**config.mk**
```make
export PLATFORM = sky130hd
export DESIGN_NAME = cfg_uart_rx
export DESIGN_NICKNAME = d
export VERILOG_FILES = /design/src/rtl/serial_rx_pkg.sv /design/src/rtl/rx_line_sync.sv /design/src/rtl/rx_bit_timer.sv /design/src/rtl/rx_deframer.sv /design/src/rtl/rx_status.sv /design/src/rtl/cfg_uart_rx.sv
export SDC_FILE = /design/constraint.sdc
export NUM_CORES = 1
export LEC_CHECK = 0
export ABC_AREA = 1
export BUFFER_PORTS_ARGS = -buffer_cell sky130_fd_sc_hd__buf_2
export CAP_MARGIN = 20
export CORE_ASPECT_RATIO = 1.1
export CORE_MARGIN = 2
export CORE_UTILIZATION = 48
export CTS_BUF_LIST = sky130_fd_sc_hd__clkbuf_4 sky130_fd_sc_hd__clkbuf_8
export CTS_CLUSTER_DIAMETER = 50
export DETAILED_ROUTE_END_ITERATION = 6
export HOLD_SLACK_MARGIN = 0.05
export PLACE_DENSITY = 0.7
export SYNTH_ARGS = -nofsm -noshare
export SYNTH_HDL_FRONTEND = slang
export SYNTH_SLANG_ARGS = --single-unit
```
**constraint.sdc**
```tcl
create_clock -name clk_i -period 3.75 [get_ports clk_i]
set_input_delay 0.1875 -clock clk_i [delete_from_list [all_inputs] [get_ports clk_i]]
set_output_delay 0.1875 -clock clk_i [all_outputs]
set_load 0.03 [all_outputs]
```
**src/rtl/serial_rx_pkg.sv**
```systemverilog
package serial_rx_pkg;
  localparam int unsigned WORD_W = 9;

  localparam logic [1:0] PAR_ODD   = 2'd0;
  localparam logic [1:0] PAR_EVEN  = 2'd1;
  localparam logic [1:0] PAR_MARK  = 2'd2;
  localparam logic [1:0] PAR_SPACE = 2'd3;

  localparam logic [1:0] MATCH_OFF     = 2'd0;
  localparam logic [1:0] MATCH_ACCEPT  = 2'd1;
  localparam logic [1:0] MATCH_FRAME   = 2'd2;
  localparam logic [1:0] MATCH_CAPTURE = 2'd3;

  localparam logic [2:0] LEN_9_STORE = 3'd4;
  localparam logic [2:0] LEN_9_MATCH = 3'd5;

  typedef enum logic [1:0] {WAIT_FULL, WAIT_HALF, WAIT_3Q} wait_sel_e;

  typedef enum logic [2:0] {
    ST_IDLE, ST_START, ST_DATA, ST_PARITY, ST_STOP, ST_DONE
  } rx_state_e;

  typedef struct packed {
    logic [WORD_W-1:0] word;
    logic              par_err;
    logic              frm_err;
    logic              accept;
    logic              last_bit;
  } rx_result_t;
endpackage

```
**src/rtl/rx_line_sync.sv**
```systemverilog
module rx_line_sync #(
  parameter int unsigned SYNC_STAGES = 2
) (
  input  logic clk_i,
  input  logic rst_ni,
  input  logic rx_i,
  input  logic invert_i,
  output logic line_o,
  output logic fall_o
);
  logic [SYNC_STAGES-1:0] sync_q;
  logic                   prev_q;
  logic                   din;

  assign din = rx_i ^ invert_i;

  generate
    if (SYNC_STAGES == 1) begin : g_single
      always_ff @(posedge clk_i or negedge rst_ni) begin
        if (!rst_ni) sync_q <= '1;
        else         sync_q <= din;
      end
    end else begin : g_chain
      always_ff @(posedge clk_i or negedge rst_ni) begin
        if (!rst_ni) sync_q <= '1;
        else         sync_q <= {sync_q[SYNC_STAGES-2:0], din};
      end
    end
  endgenerate

  always_ff @(posedge clk_i or negedge rst_ni) begin
    if (!rst_ni) prev_q <= 1'b1;
    else         prev_q <= sync_q[SYNC_STAGES-1];
  end

  assign line_o = sync_q[SYNC_STAGES-1];
  assign fall_o = prev_q & ~line_o;
endmodule

```
**src/rtl/rx_bit_timer.sv**
```systemverilog
module rx_bit_timer
  import serial_rx_pkg::*;
#(
  parameter int unsigned DIV_W = 16
) (
  input  logic             clk_i,
  input  logic             rst_ni,
  input  logic [DIV_W-1:0] divisor_i,
  input  logic             load_i,
  input  wait_sel_e        sel_i,
  input  logic             halt_i,
  output logic             tick_o
);
  logic [DIV_W-1:0] raw, reload, cnt_q;
  logic             run_q;

  always_comb begin
    unique case (sel_i)
      WAIT_HALF: raw = divisor_i >> 1;
      WAIT_3Q:   raw = (divisor_i >> 1) + (divisor_i >> 2);
      default:   raw = divisor_i;
    endcase
    reload = (raw == '0) ? DIV_W'(1) : raw;
  end

  always_ff @(posedge clk_i or negedge rst_ni) begin
    if (!rst_ni) begin
      run_q <= 1'b0;
      cnt_q <= '0;
    end else if (halt_i) begin
      run_q <= 1'b0;
    end else if (load_i) begin
      run_q <= 1'b1;
      cnt_q <= reload - DIV_W'(1);
    end else if (run_q && cnt_q != '0) begin
      cnt_q <= cnt_q - DIV_W'(1);
    end
  end

  assign tick_o = run_q && (cnt_q == '0);

  // a running countdown keeps running until told otherwise
  assert_timer_holds_R2: assert property (@(posedge clk_i) disable iff (!rst_ni)
    (run_q && !halt_i) |=> run_q);
endmodule

```
**src/rtl/rx_deframer.sv**
```systemverilog
module rx_deframer
  import serial_rx_pkg::*;
(
  input  logic       clk_i,
  input  logic       rst_ni,
  input  logic       line_i,
  input  logic       fall_i,
  input  logic       tick_i,
  input  logic       start_en_i,
  input  logic       parity_en_i,
  input  logic [1:0] parity_mode_i,
  input  logic       stop_en_i,
  input  logic [1:0] stop_len_i,
  input  logic [2:0] data_len_i,
  input  logic [1:0] match_mode_i,
  input  logic       ref_bit_i,
  input  logic       rx_enable_i,
  input  logic       one_shot_i,
  input  logic       inhibit_i,
  output logic       timer_load_o,
  output wait_sel_e  timer_sel_o,
  output logic       timer_halt_o,
  output logic       busy_o,
  output logic       done_o,
  output rx_result_t result_o
);
  rx_state_e         state_q, state_d;
  logic [3:0]        idx_q, idx_d, last_idx;
  logic [1:0]        slot_q, slot_d;
  logic [WORD_W-1:0] data_q, data_d;
  logic              par_q, par_d, perr_q, perr_d, ferr_q, ferr_d;
  logic              last_q, last_d, shot_q, shot_d;
  logic              allow;

  always_comb begin
    unique case (data_len_i)
      3'd0: last_idx = 4'd4;
      3'd1: last_idx = 4'd5;
      3'd2: last_idx = 4'd6;
      LEN_9_STORE, LEN_9_MATCH: last_idx = 4'd8;
      default: last_idx = 4'd7;
    endcase
  end

  assign allow = !inhibit_i && (rx_enable_i || (one_shot_i && !shot_q));

  always_comb begin
    state_d      = state_q;
    idx_d        = idx_q;
    slot_d       = slot_q;
    data_d       = data_q;
    par_d        = par_q;
    perr_d       = perr_q;
    ferr_d       = ferr_q;
    last_d       = last_q;
    shot_d       = one_shot_i ? shot_q : 1'b0;
    timer_load_o = 1'b0;
    timer_sel_o  = WAIT_FULL;
    timer_halt_o = 1'b0;
    unique case (state_q)
      ST_IDLE: begin
        if (fall_i && allow) begin
          timer_load_o = 1'b1;
          timer_sel_o  = WAIT_HALF;
          data_d = '0; par_d = 1'b0; perr_d = 1'b0; ferr_d = 1'b0;
          idx_d  = '0; slot_d = '0;
          state_d = start_en_i ? ST_START : ST_DATA;
        end
      end
      ST_START: begin
        if (tick_i) begin
          if (!line_i) begin
            timer_load_o = 1'b1;
            state_d = ST_DATA;
          end else begin
            timer_halt_o = 1'b1;
            state_d = ST_IDLE;
          end
        end
      end
      ST_DATA: begin
        if (tick_i) begin
          data_d[idx_q] = line_i;
          par_d = par_q ^ line_i;
          if (idx_q == last_idx) begin
            last_d = line_i;
            if (parity_en_i) begin
              timer_load_o = 1'b1;
              state_d = ST_PARITY;
            end else if (stop_en_i) begin
              timer_load_o = 1'b1;
              timer_sel_o  = WAIT_3Q;
              state_d = ST_STOP;
            end else begin
              timer_halt_o = 1'b1;
              state_d = ST_DONE;
            end
          end else begin
            idx_d = idx_q + 4'd1;
            timer_load_o = 1'b1;
          end
        end
      end
      ST_PARITY: begin
        if (tick_i) begin
          unique case (parity_mode_i)
            PAR_ODD:  perr_d = !(par_q ^ line_i);
            PAR_EVEN: perr_d = par_q ^ line_i;
            PAR_MARK: perr_d = !line_i;
            default:  perr_d = line_i;
          endcase
          if (stop_en_i) begin
            timer_load_o = 1'b1;
            timer_sel_o  = WAIT_3Q;
            state_d = ST_STOP;
          end else begin
            timer_halt_o = 1'b1;
            state_d = ST_DONE;
          end
        end
      end
      ST_STOP: begin
        if (tick_i) begin
          if (!line_i) ferr_d = 1'b1;
          if (slot_q == stop_len_i) begin
            timer_halt_o = 1'b1;
            state_d = ST_DONE;
          end else begin
            slot_d = slot_q + 2'd1;
            timer_load_o = 1'b1;
            timer_sel_o  = WAIT_HALF;
          end
        end
      end
      ST_DONE: begin
        state_d = ST_IDLE;
        if (!rx_enable_i && one_shot_i) shot_d = 1'b1;
      end
      default: state_d = ST_IDLE;
    endcase
  end

  always_ff @(posedge clk_i or negedge rst_ni) begin
    if (!rst_ni) begin
      state_q <= ST_IDLE;
      idx_q   <= '0;
      slot_q  <= '0;
      data_q  <= '0;
      par_q   <= 1'b0;
      perr_q  <= 1'b0;
      ferr_q  <= 1'b0;
      last_q  <= 1'b0;
      shot_q  <= 1'b0;
    end else begin
      state_q <= state_d;
      idx_q   <= idx_d;
      slot_q  <= slot_d;
      data_q  <= data_d;
      par_q   <= par_d;
      perr_q  <= perr_d;
      ferr_q  <= ferr_d;
      last_q  <= last_d;
      shot_q  <= shot_d;
    end
  end

  assign busy_o = (state_q != ST_IDLE);
  assign done_o = (state_q == ST_DONE);

  always_comb begin
    result_o.word     = data_q;
    if (data_len_i == LEN_9_MATCH) result_o.word[WORD_W-1] = 1'b0;
    result_o.par_err  = perr_q;
    result_o.frm_err  = ferr_q | ((match_mode_i == MATCH_FRAME) && (last_q == ref_bit_i));
    result_o.accept   = !((match_mode_i == MATCH_ACCEPT) && (last_q != ref_bit_i));
    result_o.last_bit = last_q;
  end

  assert_frame_needs_edge_R2: assert property (@(posedge clk_i) disable iff (!rst_ni)
    $rose(busy_o) |-> ($past(fall_i) && $past(allow)));
  assert_tick_only_busy_R2: assert property (@(posedge clk_i) disable iff (!rst_ni)
    tick_i |-> busy_o);
  assert_done_after_busy_R12: assert property (@(posedge clk_i) disable iff (!rst_ni)
    done_o |-> $past(busy_o));
endmodule

```
**src/rtl/rx_status.sv**
```systemverilog
module rx_status
  import serial_rx_pkg::*;
(
  input  logic              clk_i,
  input  logic              rst_ni,
  input  logic              done_i,
  input  rx_result_t        result_i,
  input  logic [1:0]        match_mode_i,
  input  logic              out_ready_i,
  input  logic              err_irq_en_i,
  input  logic              flag_wr_i,
  input  logic [2:0]        flag_wdata_i,
  input  logic              ref_wr_i,
  input  logic              ref_wdata_i,
  output logic              out_valid_o,
  output logic [WORD_W-1:0] out_data_o,
  output logic [2:0]        flags_o,
  output logic              err_irq_o,
  output logic              ref_bit_o
);
  logic       store_req, ovr_set;
  logic [2:0] set_vec, flags_q;

  assign store_req = done_i & result_i.accept;
  assign ovr_set   = store_req & out_valid_o & ~out_ready_i;
  assign set_vec   = {ovr_set, done_i & result_i.par_err, done_i & result_i.frm_err};

  always_ff @(posedge clk_i or negedge rst_ni) begin
    if (!rst_ni) begin
      out_valid_o <= 1'b0;
      out_data_o  <= '0;
    end else if (store_req && !ovr_set) begin
      out_valid_o <= 1'b1;
      out_data_o  <= result_i.word;
    end else if (out_ready_i) begin
      out_valid_o <= 1'b0;
    end
  end

  always_ff @(posedge clk_i or negedge rst_ni) begin
    if (!rst_ni) flags_q <= '0;
    else         flags_q <= (flag_wr_i ? flag_wdata_i : flags_q) | set_vec;
  end

  always_ff @(posedge clk_i or negedge rst_ni) begin
    if (!rst_ni)                                      ref_bit_o <= 1'b0;
    else if (done_i && match_mode_i == MATCH_CAPTURE) ref_bit_o <= result_i.last_bit;
    else if (ref_wr_i)                                ref_bit_o <= ref_wdata_i;
  end

  assign flags_o   = flags_q;
  assign err_irq_o = err_irq_en_i & (|flags_q);

  assert_hold_until_taken_R10: assert property (@(posedge clk_i) disable iff (!rst_ni)
    (out_valid_o && !out_ready_i) |=> out_valid_o);
  assert_overrun_keeps_word_R10: assert property (@(posedge clk_i) disable iff (!rst_ni)
    (done_i && result_i.accept && out_valid_o && !out_ready_i) |=> (flags_o[2] && $stable(out_data_o)));
  assert_flag_sticky_R11: assert property (@(posedge clk_i) disable iff (!rst_ni)
    (flags_o[0] && !flag_wr_i) |=> flags_o[0]);
  assert_ref_capture_R7: assert property (@(posedge clk_i) disable iff (!rst_ni)
    (done_i && match_mode_i == MATCH_CAPTURE) |=> (ref_bit_o == $past(result_i.last_bit)));
endmodule

```
**src/rtl/cfg_uart_rx.sv**
```systemverilog
module cfg_uart_rx
  import serial_rx_pkg::*;
#(
  parameter int unsigned DIV_W       = 16,
  parameter int unsigned SYNC_STAGES = 2
) (
  input  logic              clk_i,
  input  logic              rst_ni,
  input  logic              rx_i,
  input  logic              invert_i,
  input  logic [DIV_W-1:0]  divisor_i,
  input  logic              start_en_i,
  input  logic              parity_en_i,
  input  logic [1:0]        parity_mode_i,
  input  logic              stop_en_i,
  input  logic [1:0]        stop_len_i,
  input  logic [2:0]        data_len_i,
  input  logic [1:0]        match_mode_i,
  input  logic              rx_enable_i,
  input  logic              one_shot_i,
  input  logic              inhibit_i,
  input  logic              ref_bit_wr_i,
  input  logic              ref_bit_wdata_i,
  output logic              ref_bit_o,
  input  logic              flag_wr_i,
  input  logic [2:0]        flag_wdata_i,
  input  logic              err_irq_en_i,
  output logic              frame_err_o,
  output logic              parity_err_o,
  output logic              overrun_err_o,
  output logic              err_irq_o,
  output logic              busy_o,
  output logic              out_valid_o,
  input  logic              out_ready_i,
  output logic [WORD_W-1:0] out_data_o
);
  logic       line, fall, tick, t_load, t_halt, done;
  wait_sel_e  t_sel;
  rx_result_t result;
  logic [2:0] flags;

  rx_line_sync #(.SYNC_STAGES(SYNC_STAGES)) u_sync (
    .clk_i, .rst_ni, .rx_i, .invert_i, .line_o(line), .fall_o(fall)
  );

  rx_bit_timer #(.DIV_W(DIV_W)) u_timer (
    .clk_i, .rst_ni, .divisor_i, .load_i(t_load), .sel_i(t_sel),
    .halt_i(t_halt), .tick_o(tick)
  );

  rx_deframer u_deframer (
    .clk_i, .rst_ni, .line_i(line), .fall_i(fall), .tick_i(tick),
    .start_en_i, .parity_en_i, .parity_mode_i, .stop_en_i, .stop_len_i,
    .data_len_i, .match_mode_i, .ref_bit_i(ref_bit_o), .rx_enable_i,
    .one_shot_i, .inhibit_i, .timer_load_o(t_load), .timer_sel_o(t_sel),
    .timer_halt_o(t_halt), .busy_o, .done_o(done), .result_o(result)
  );

  rx_status u_status (
    .clk_i, .rst_ni, .done_i(done), .result_i(result), .match_mode_i,
    .out_ready_i, .err_irq_en_i, .flag_wr_i, .flag_wdata_i,
    .ref_wr_i(ref_bit_wr_i), .ref_wdata_i(ref_bit_wdata_i),
    .out_valid_o, .out_data_o, .flags_o(flags), .err_irq_o, .ref_bit_o
  );

  assign frame_err_o   = flags[0];
  assign parity_err_o  = flags[1];
  assign overrun_err_o = flags[2];
endmodule

```
Word-level counts from Yosys, hierarchy flattened:

Cells that the tools add are included.

* eq/ne operators: 30
* mux-type cells: 81
* $add $sub $neg: 5
* reductions and logical operators: 43
* order comparisons: 2
* bitwise operators: 14

Operators by type and width (number)
* 16-bit two-way mux: 3
* 1-bit two-way mux: 38
* 16-bit zero test: 2
* 16-bit case mux with 2 select lines: 1
* 16-bit by 1-bit subtractor with 16-bit output, second input constant: 2
* 3-bit two-way mux: 9
* 2-bit two-way mux: 11
* 9-bit two-way mux: 2
* 9-bit case mux with 2 select lines: 1
* 15-bit by 14-bit adder with 16-bit output: 1
* 4-bit case mux with 4 select lines: 1
* 16-bit nonzero test: 1
* 3-bit case mux with 5 select lines: 1
* 2-bit inequality test, second input constant: 7
* 2-bit nonzero test: 7
* 3-bit equality test, second input constant: 4
* 4-bit two-way mux: 3
* 4-bit AND reduction: 3
* 1-bit logical AND: 11
* 9-bit bitwise mux: 1
* 3-bit by 2-bit equality test with 1-bit output, second input constant: 3
* 3-bit AND reduction: 3
* 2-bit equality test, second input constant: 4
* 2-bit case mux with 4 select lines: 1
* 32 further kinds: 55

* input bits: 43
* word-level logic and storage cells: 192
* output and inout bits: 16
* bits in registers: 57

Longest topological paths before layout:

* depth after elaboration: 13
* mapped depth: 34
* gate-level depth less buffers: 32

By module:

From an unflattened synthesis, not the netlist that was laid out.

* cell total of the unflattened synthesis: 800
* area total of the unflattened synthesis: 5107.4 um^2

Modules (own cells, without submodules)
* rx_bit_timer: area an instance 2549.9 um^2, cells each 461, times used 1
* rx_deframer: area an instance 1826.8 um^2, cells each 254, times used 1
* rx_status: area an instance 625.6 um^2, cells each 75, times used 1
* rx_line_sync: area an instance 105.1 um^2, cells each 10, times used 1

Least setup slack after synthesis:

Ideal clock, no wire load.

* path kind: register to register
* start point: reg u_deframer.state_q[0]
* end point: reg u_timer.cnt_q[14]
* path slack: -125 ps
* stages on the path, launching flop included: 31
* clock period less this slack: 3875 ps
* arrival: 3757 ps
* path through: dfrtp_1 inv_1 nand2_1 nor2_1 inv_2 nor2_1 a21oi_1 inv_1 o21ai_0 inv_1 ha_1 buf_2 inv_1 clkbuf_1 nor2_1 a21oi_1 nor2_1 nand2_1 nor2_1 nand2_1 nand2_1 nand2_2 buf_2 ha_1 nand2_1 nor2_2 nand2_2 nor2_2 nand3_1 nand3_1 nand2_1

* longest elaborated chain between the ends: 8
* elaborated cells between the ends (all ways): 18
* those cells by class: add/sub: 1; eq/ne: 6; mux: 6; bitwise: 1; reduce/logical: 4

RTL lines
* start: declaration: line rx_deframer.sv:27 `rx_state_e state_q, state_d;`
* start signal: assignment: line rx_deframer.sv:155 `state_q <= state_d;`
* 3-bit equality test (tied with other cells): line rx_deframer.sv:60 `unique case (state_q)`
* 2-bit case mux with 4 select lines: line rx_deframer.sv:60
* 2-bit equality test / 2-bit by 1-bit equality test with 1-bit output (equally long branches): line rx_bit_timer.sv:18 `unique case (sel_i)`
* 16-bit case mux with 2 select lines: line rx_bit_timer.sv:18
* 16-bit zero test: line rx_bit_timer.sv:23 `reload = (raw == '0) ? DIV_W'(1) : raw;`
* 16-bit two-way mux: line rx_bit_timer.sv:23
* 16-bit by 1-bit subtractor with 16-bit output: line rx_bit_timer.sv:34 `cnt_q <= reload - DIV_W'(1);`
* 16-bit two-way mux: line rx_bit_timer.sv:32 `end else if (load_i) begin`
* end signal: assignment: line rx_bit_timer.sv:34
* end signal: assignment: line rx_bit_timer.sv:36 `cnt_q <= cnt_q - DIV_W'(1);`
* end: declaration: line rx_bit_timer.sv:14 `logic [DIV_W-1:0] raw, reload, cnt_q;`

Several ways; a longest one is shown, not always the timed one.
A chain may end at the register's enable or synchronous reset.

Worst setup path after layout:

* start point: reg u_deframer.idx_q[3]
* end point: reg u_timer.cnt_q[12]

* longest elaborated chain between the ends: 10
* elaborated cells between the ends (all ways): 20
* those cells by class: add/sub: 1; eq/ne: 3; mux: 12; bitwise: 1; reduce/logical: 3

RTL lines
* start: declaration: line rx_deframer.sv:28 `logic [3:0] idx_q, idx_d, last_idx;`
* start signal: assignment: line rx_deframer.sv:156 `idx_q <= idx_d;`
* 4-bit equality test (*): line rx_deframer.sv:85 `if (idx_q == last_idx) begin`
* 2-bit two-way mux: line rx_deframer.sv:85
* 2-bit two-way mux: line rx_deframer.sv:82 `if (tick_i) begin`
* 2-bit case mux with 4 select lines: line rx_deframer.sv:60
* 2-bit equality test / 2-bit by 1-bit equality test with 1-bit output (equally long branches): line rx_bit_timer.sv:18
* 16-bit case mux with 2 select lines: line rx_bit_timer.sv:18
* 16-bit zero test: line rx_bit_timer.sv:23
* 16-bit two-way mux: line rx_bit_timer.sv:23
* 16-bit by 1-bit subtractor with 16-bit output: line rx_bit_timer.sv:34
* 16-bit two-way mux: line rx_bit_timer.sv:32

Mark *: on every way between the ends. The rest lies on a longest branch, timed or not.

==> results list <==
- The flow ran to the end, and the final reports show no timing, DRC or antenna violations.
- The number of antenna violations at the first check in global routing is 0.
* Leakage power total: 3.01 nW
- Between clock sinks in the finished design, the worst skew comes to 11.0 ps.
- Die outline height: 110 um
- Setup slack on the critical path of the routed design comes to 235 ps.
- Overall overflow remaining after global route: 0
* Global placer's final weighted congestion: 0.959
- Share of final-layout standard cells stronger than drive strength 1: 20.1%
* DRT iter0 DRCs: 236
- RR Startpoint: u_deframer.idx_q[3]
* Net Count, Synth: 832
- Measured against its own limit, the worst slew margin works out to 47.2%.
- STA classifies the critical path startpoint as a register.
* Netlist cell types: 49
- For the pin with the worst max-slew slack, the measured transition is 792 ps.
* Layout Nets: 913
- Number of enable flip-flop cells after synthesis: 0
- Synth top area share: 27.6%
- Yosys attributes the largest share of cell area to dfrtp_1, nand2_1, inv_1, nand3_1, ha_1.
* Detailed-router iteration count before antenna repair: 5
* Critical setup path kind: reg -> reg
- Proportion of synthesized flip-flops having asynchronous set or reset: 100%
- Once layout is complete, the cells apart from fillers number 972.
- Sequential share of the synthesized area: 29.2%
* Max clock buf depth: 2
* Total power density per cell area: 256 nW/um2
* Type of the worst min-delay path: in -> reg
* Routed vias/inst: 5.30
- Startpoint of the worst hold path: flag_wdata_i[2]
- Number of warnings issued by yosys: 0
- Global routing used 24.5% of the available tracks.
- Total Power Consumption: 0.00147 W
* RSZ-0062 raised after global routing: true
* Horizontal extent of the die: 100 um
- Diode count: 0
* PortBufs: 58
- Vias after detailed routing: 5150
- Maximum clock frequency: 284 MHz
- Across the VDD grid, the largest voltage drop is 0.217 mV.
* Post-Place Worst Slack: 7.33 ps
* Maximum number of pins on one net before global-route repair: 31
* Standard cell core area: 9890 um2
- Top-Level Pins: 59
- Time the final worst path needs with I/O delays and setup: 3510 ps
* Post-synthesis area per instance: 6.39 um2
- Total clock sinks: 57
- At the later pin of the worst-skew pair, clock insertion delay measures 350 ps.
- Among all stages on the critical path, the largest delay is contributed by dfrtp_1.
* Crit path required time: 3980 ps
* TritonCTS clock tree: done
- The final count of pins violating max slew is 0.
- The routed design has 13.3 mm of wire.
- Of all nets on the critical path, the largest fanout is 7.
- The biggest area contributor in the post-synthesis netlist is dfrtp_1.
- Clock-pin slew was measured on the worst setup and hold paths at 70 ps.
- Placed Instances: 945
* Number of buffers created by CTS: 9
- Vias in the first global route: 4907
- Area growth from synthesis to final layout: 17.2%
- Layout filler cell count: 975
- For this configuration, the core starts out at a cell density of 49.5%.
- Number of storage elements in the synthesis netlist: 57
- Once detail routing completed, the nets flagged for antenna violations numbered 0.
- Family with the most delay on the worst path: simple AND/OR/NAND/NOR gates
- For this run, the slowest stage of the critical path takes 420 ps.
- Across the run, the number of max-cap violations was 0.
- Final number of setup-violating endpoints: 0
- Wire length of the first global-routing pass: 21.7 mm
- Syn Std Cell Area: 4890 um2
- Data arrives at the worst endpoint at 3740 ps.
- The die covers 11000 um2.
- After floorplanning, the core was divided into 38 placement rows.
- Number of hold violations in the final report: 0
- Post-route fraction of the period consumed by the critical path: 93.7%
* Post-detail-place hpwl: 10.4 mm
- Cell at the root of the clock tree: clkbuf_8
- Most frequent cell on the critical path: nand2_1
* Buffers & Inverters on Critical Path: 3
* H-tree levels: 3
* Most used flip-flop cell after synthesis: dfrtp_1
- Routed WL per cell: 13.7 um
* Number of instances in the synthesized netlist: 766
- Remaining DRCs: 0
- In the final timing run, aggregate negative setup slack is 0 ps.
- Critical Path Source: u_deframer.idx_q[3]
- Element type at the critical path end: register
## through the flow
step,instance area [um2],hold WS [ps],util [%]
6_report,5730,75.8,58.0
5_1_grt,5730,79.4,58.0
4_1_cts,5630,60.1,56.9
3_5_place_dp,5380,295,54.4
3_3_place_gp,5380,277,54.4
2_1_floorplan,4900,-108,-
## worst reg2reg max path, delay by kind of cell (launching register included)
family | cells | cell delay (ps)
buffers and inverters | 3 | 210
DFF | 1 | 420
AOI/OAI and AO/OA | 1 | 200
adders and majority gates | 2 | 470
and+or+nand+nor | 25 | 2100
## per-layer routing
layer,GRT usage [%],wire length [um],vias up,part of all wire [%]
met1,32.6,6480,2400,49
met3,3.94,361,13,2.7
met2,40.5,6270,90,47
met5,0,0,-,0
li1,-,-,2647,-
met4,8.41,195,0,1.5
## report_power, final
part	total (W)	switching, W	internal (W)
logic	0.000257	0.000164	0.0000931
registers	0.000629	0.00000380	0.000626
clock network	0.000581	0.000251	0.000330
total	0.00147	0.000419	0.00105
## cells in the mapped netlist (all sizes together) (2+ instances only)
cell / number
nand2: 245
inv: 111
nor2: 81
nand3: 68
dfrtp: 54
a21oi: 48
o21ai: 41
ha: 22
nand4: 11
a31oi: 10
o31ai: 10
buf: 8
nor3: 8
clkbuf: 7
or2: 7
dfstp: 3
nand3b: 3
xnor2: 3
xor2: 3
a211oi: 2
clkinv: 2
mux2: 2
o211ai: 2
o21bai: 2
o221ai: 2
## placed cells by master (no fill, tap or decap), types with 14 or more instances in the layout
cell	n
a21oi_1	44
buf_2	58
buf_4	23
dfrtp_1	52
ha_1	19
inv_1	97
inv_2	14
nand2_1	232
nand3_1	65
nor2_1	66
o21ai_0	31
## cells by family after synthesis
group	after synthesis	share of synthesized area (%)
simple gates	425	37.8
flops	57	29.2
compound gates	125	15.0
mux	2	0.460
buf+inv	128	10.4
fa+ha+maj	23	6.04
xor+xnor	6	1.07
## repair_timing
action,in CTS,in global routing
gates resized for setup,2,19
hold buffers,4,0
buffers inserted,0,7
setup endpoints to repair,2,15
pin swaps,0,7
hold endpoints to repair,31,0
## path summary, 6_finish.rpt
| kind | end | slack [ps] | cells after the start |
|---|---|---|---|
| worst max-delay path | u_timer.cnt_q[12] | 240 | 31 |
| worst min-delay path | u_status.flags_o[2] | 80 | 3 |
| worst max register to register | u_timer.cnt_q[12] | 240 | 31 |
| worst min register to register | u_sync.sync_q[1] | 360 | 0 |
| max in group asynchronous | u_sync.sync_q[0] | 2410 | 3 |
| min in group asynchronous | u_timer.cnt_q[11] | 440 | 2 |
## cell type report
class                           instances  area [um2]  share of cell area [%]
Inverter                              113         425                    7.42
Timing Repair Buffer                   85         503                    8.78
Multi-Input combinational cell        581        3020                    52.7
Sequential cell                        57        1430                    25.0
Clock buffer                           11         145                    2.53
Tap cell                              120         150                    2.62
Clock inverter                          5        55.1                   0.960
## state kept, by name, summed over array words and instances, names as in the netlist
signal,flops
u_deframer.state_q,3
u_deframer.shot_q,1
u_sync.prev_q,1
u_deframer.ferr_q,1
u_deframer.slot_q,2
u_status.flags_o,3
u_deframer.par_q,1
u_deframer.last_q,1
u_deframer.perr_q,1
u_status.ref_bit_o,1
u_timer.cnt_q,16
u_status.out_data_o,9
u_sync.sync_q,2
u_timer.run_q,1
u_status.out_valid_o,1
u_deframer.data_q,9
u_deframer.idx_q,4
No activity file was read; power rests on OpenSTA's default activity.
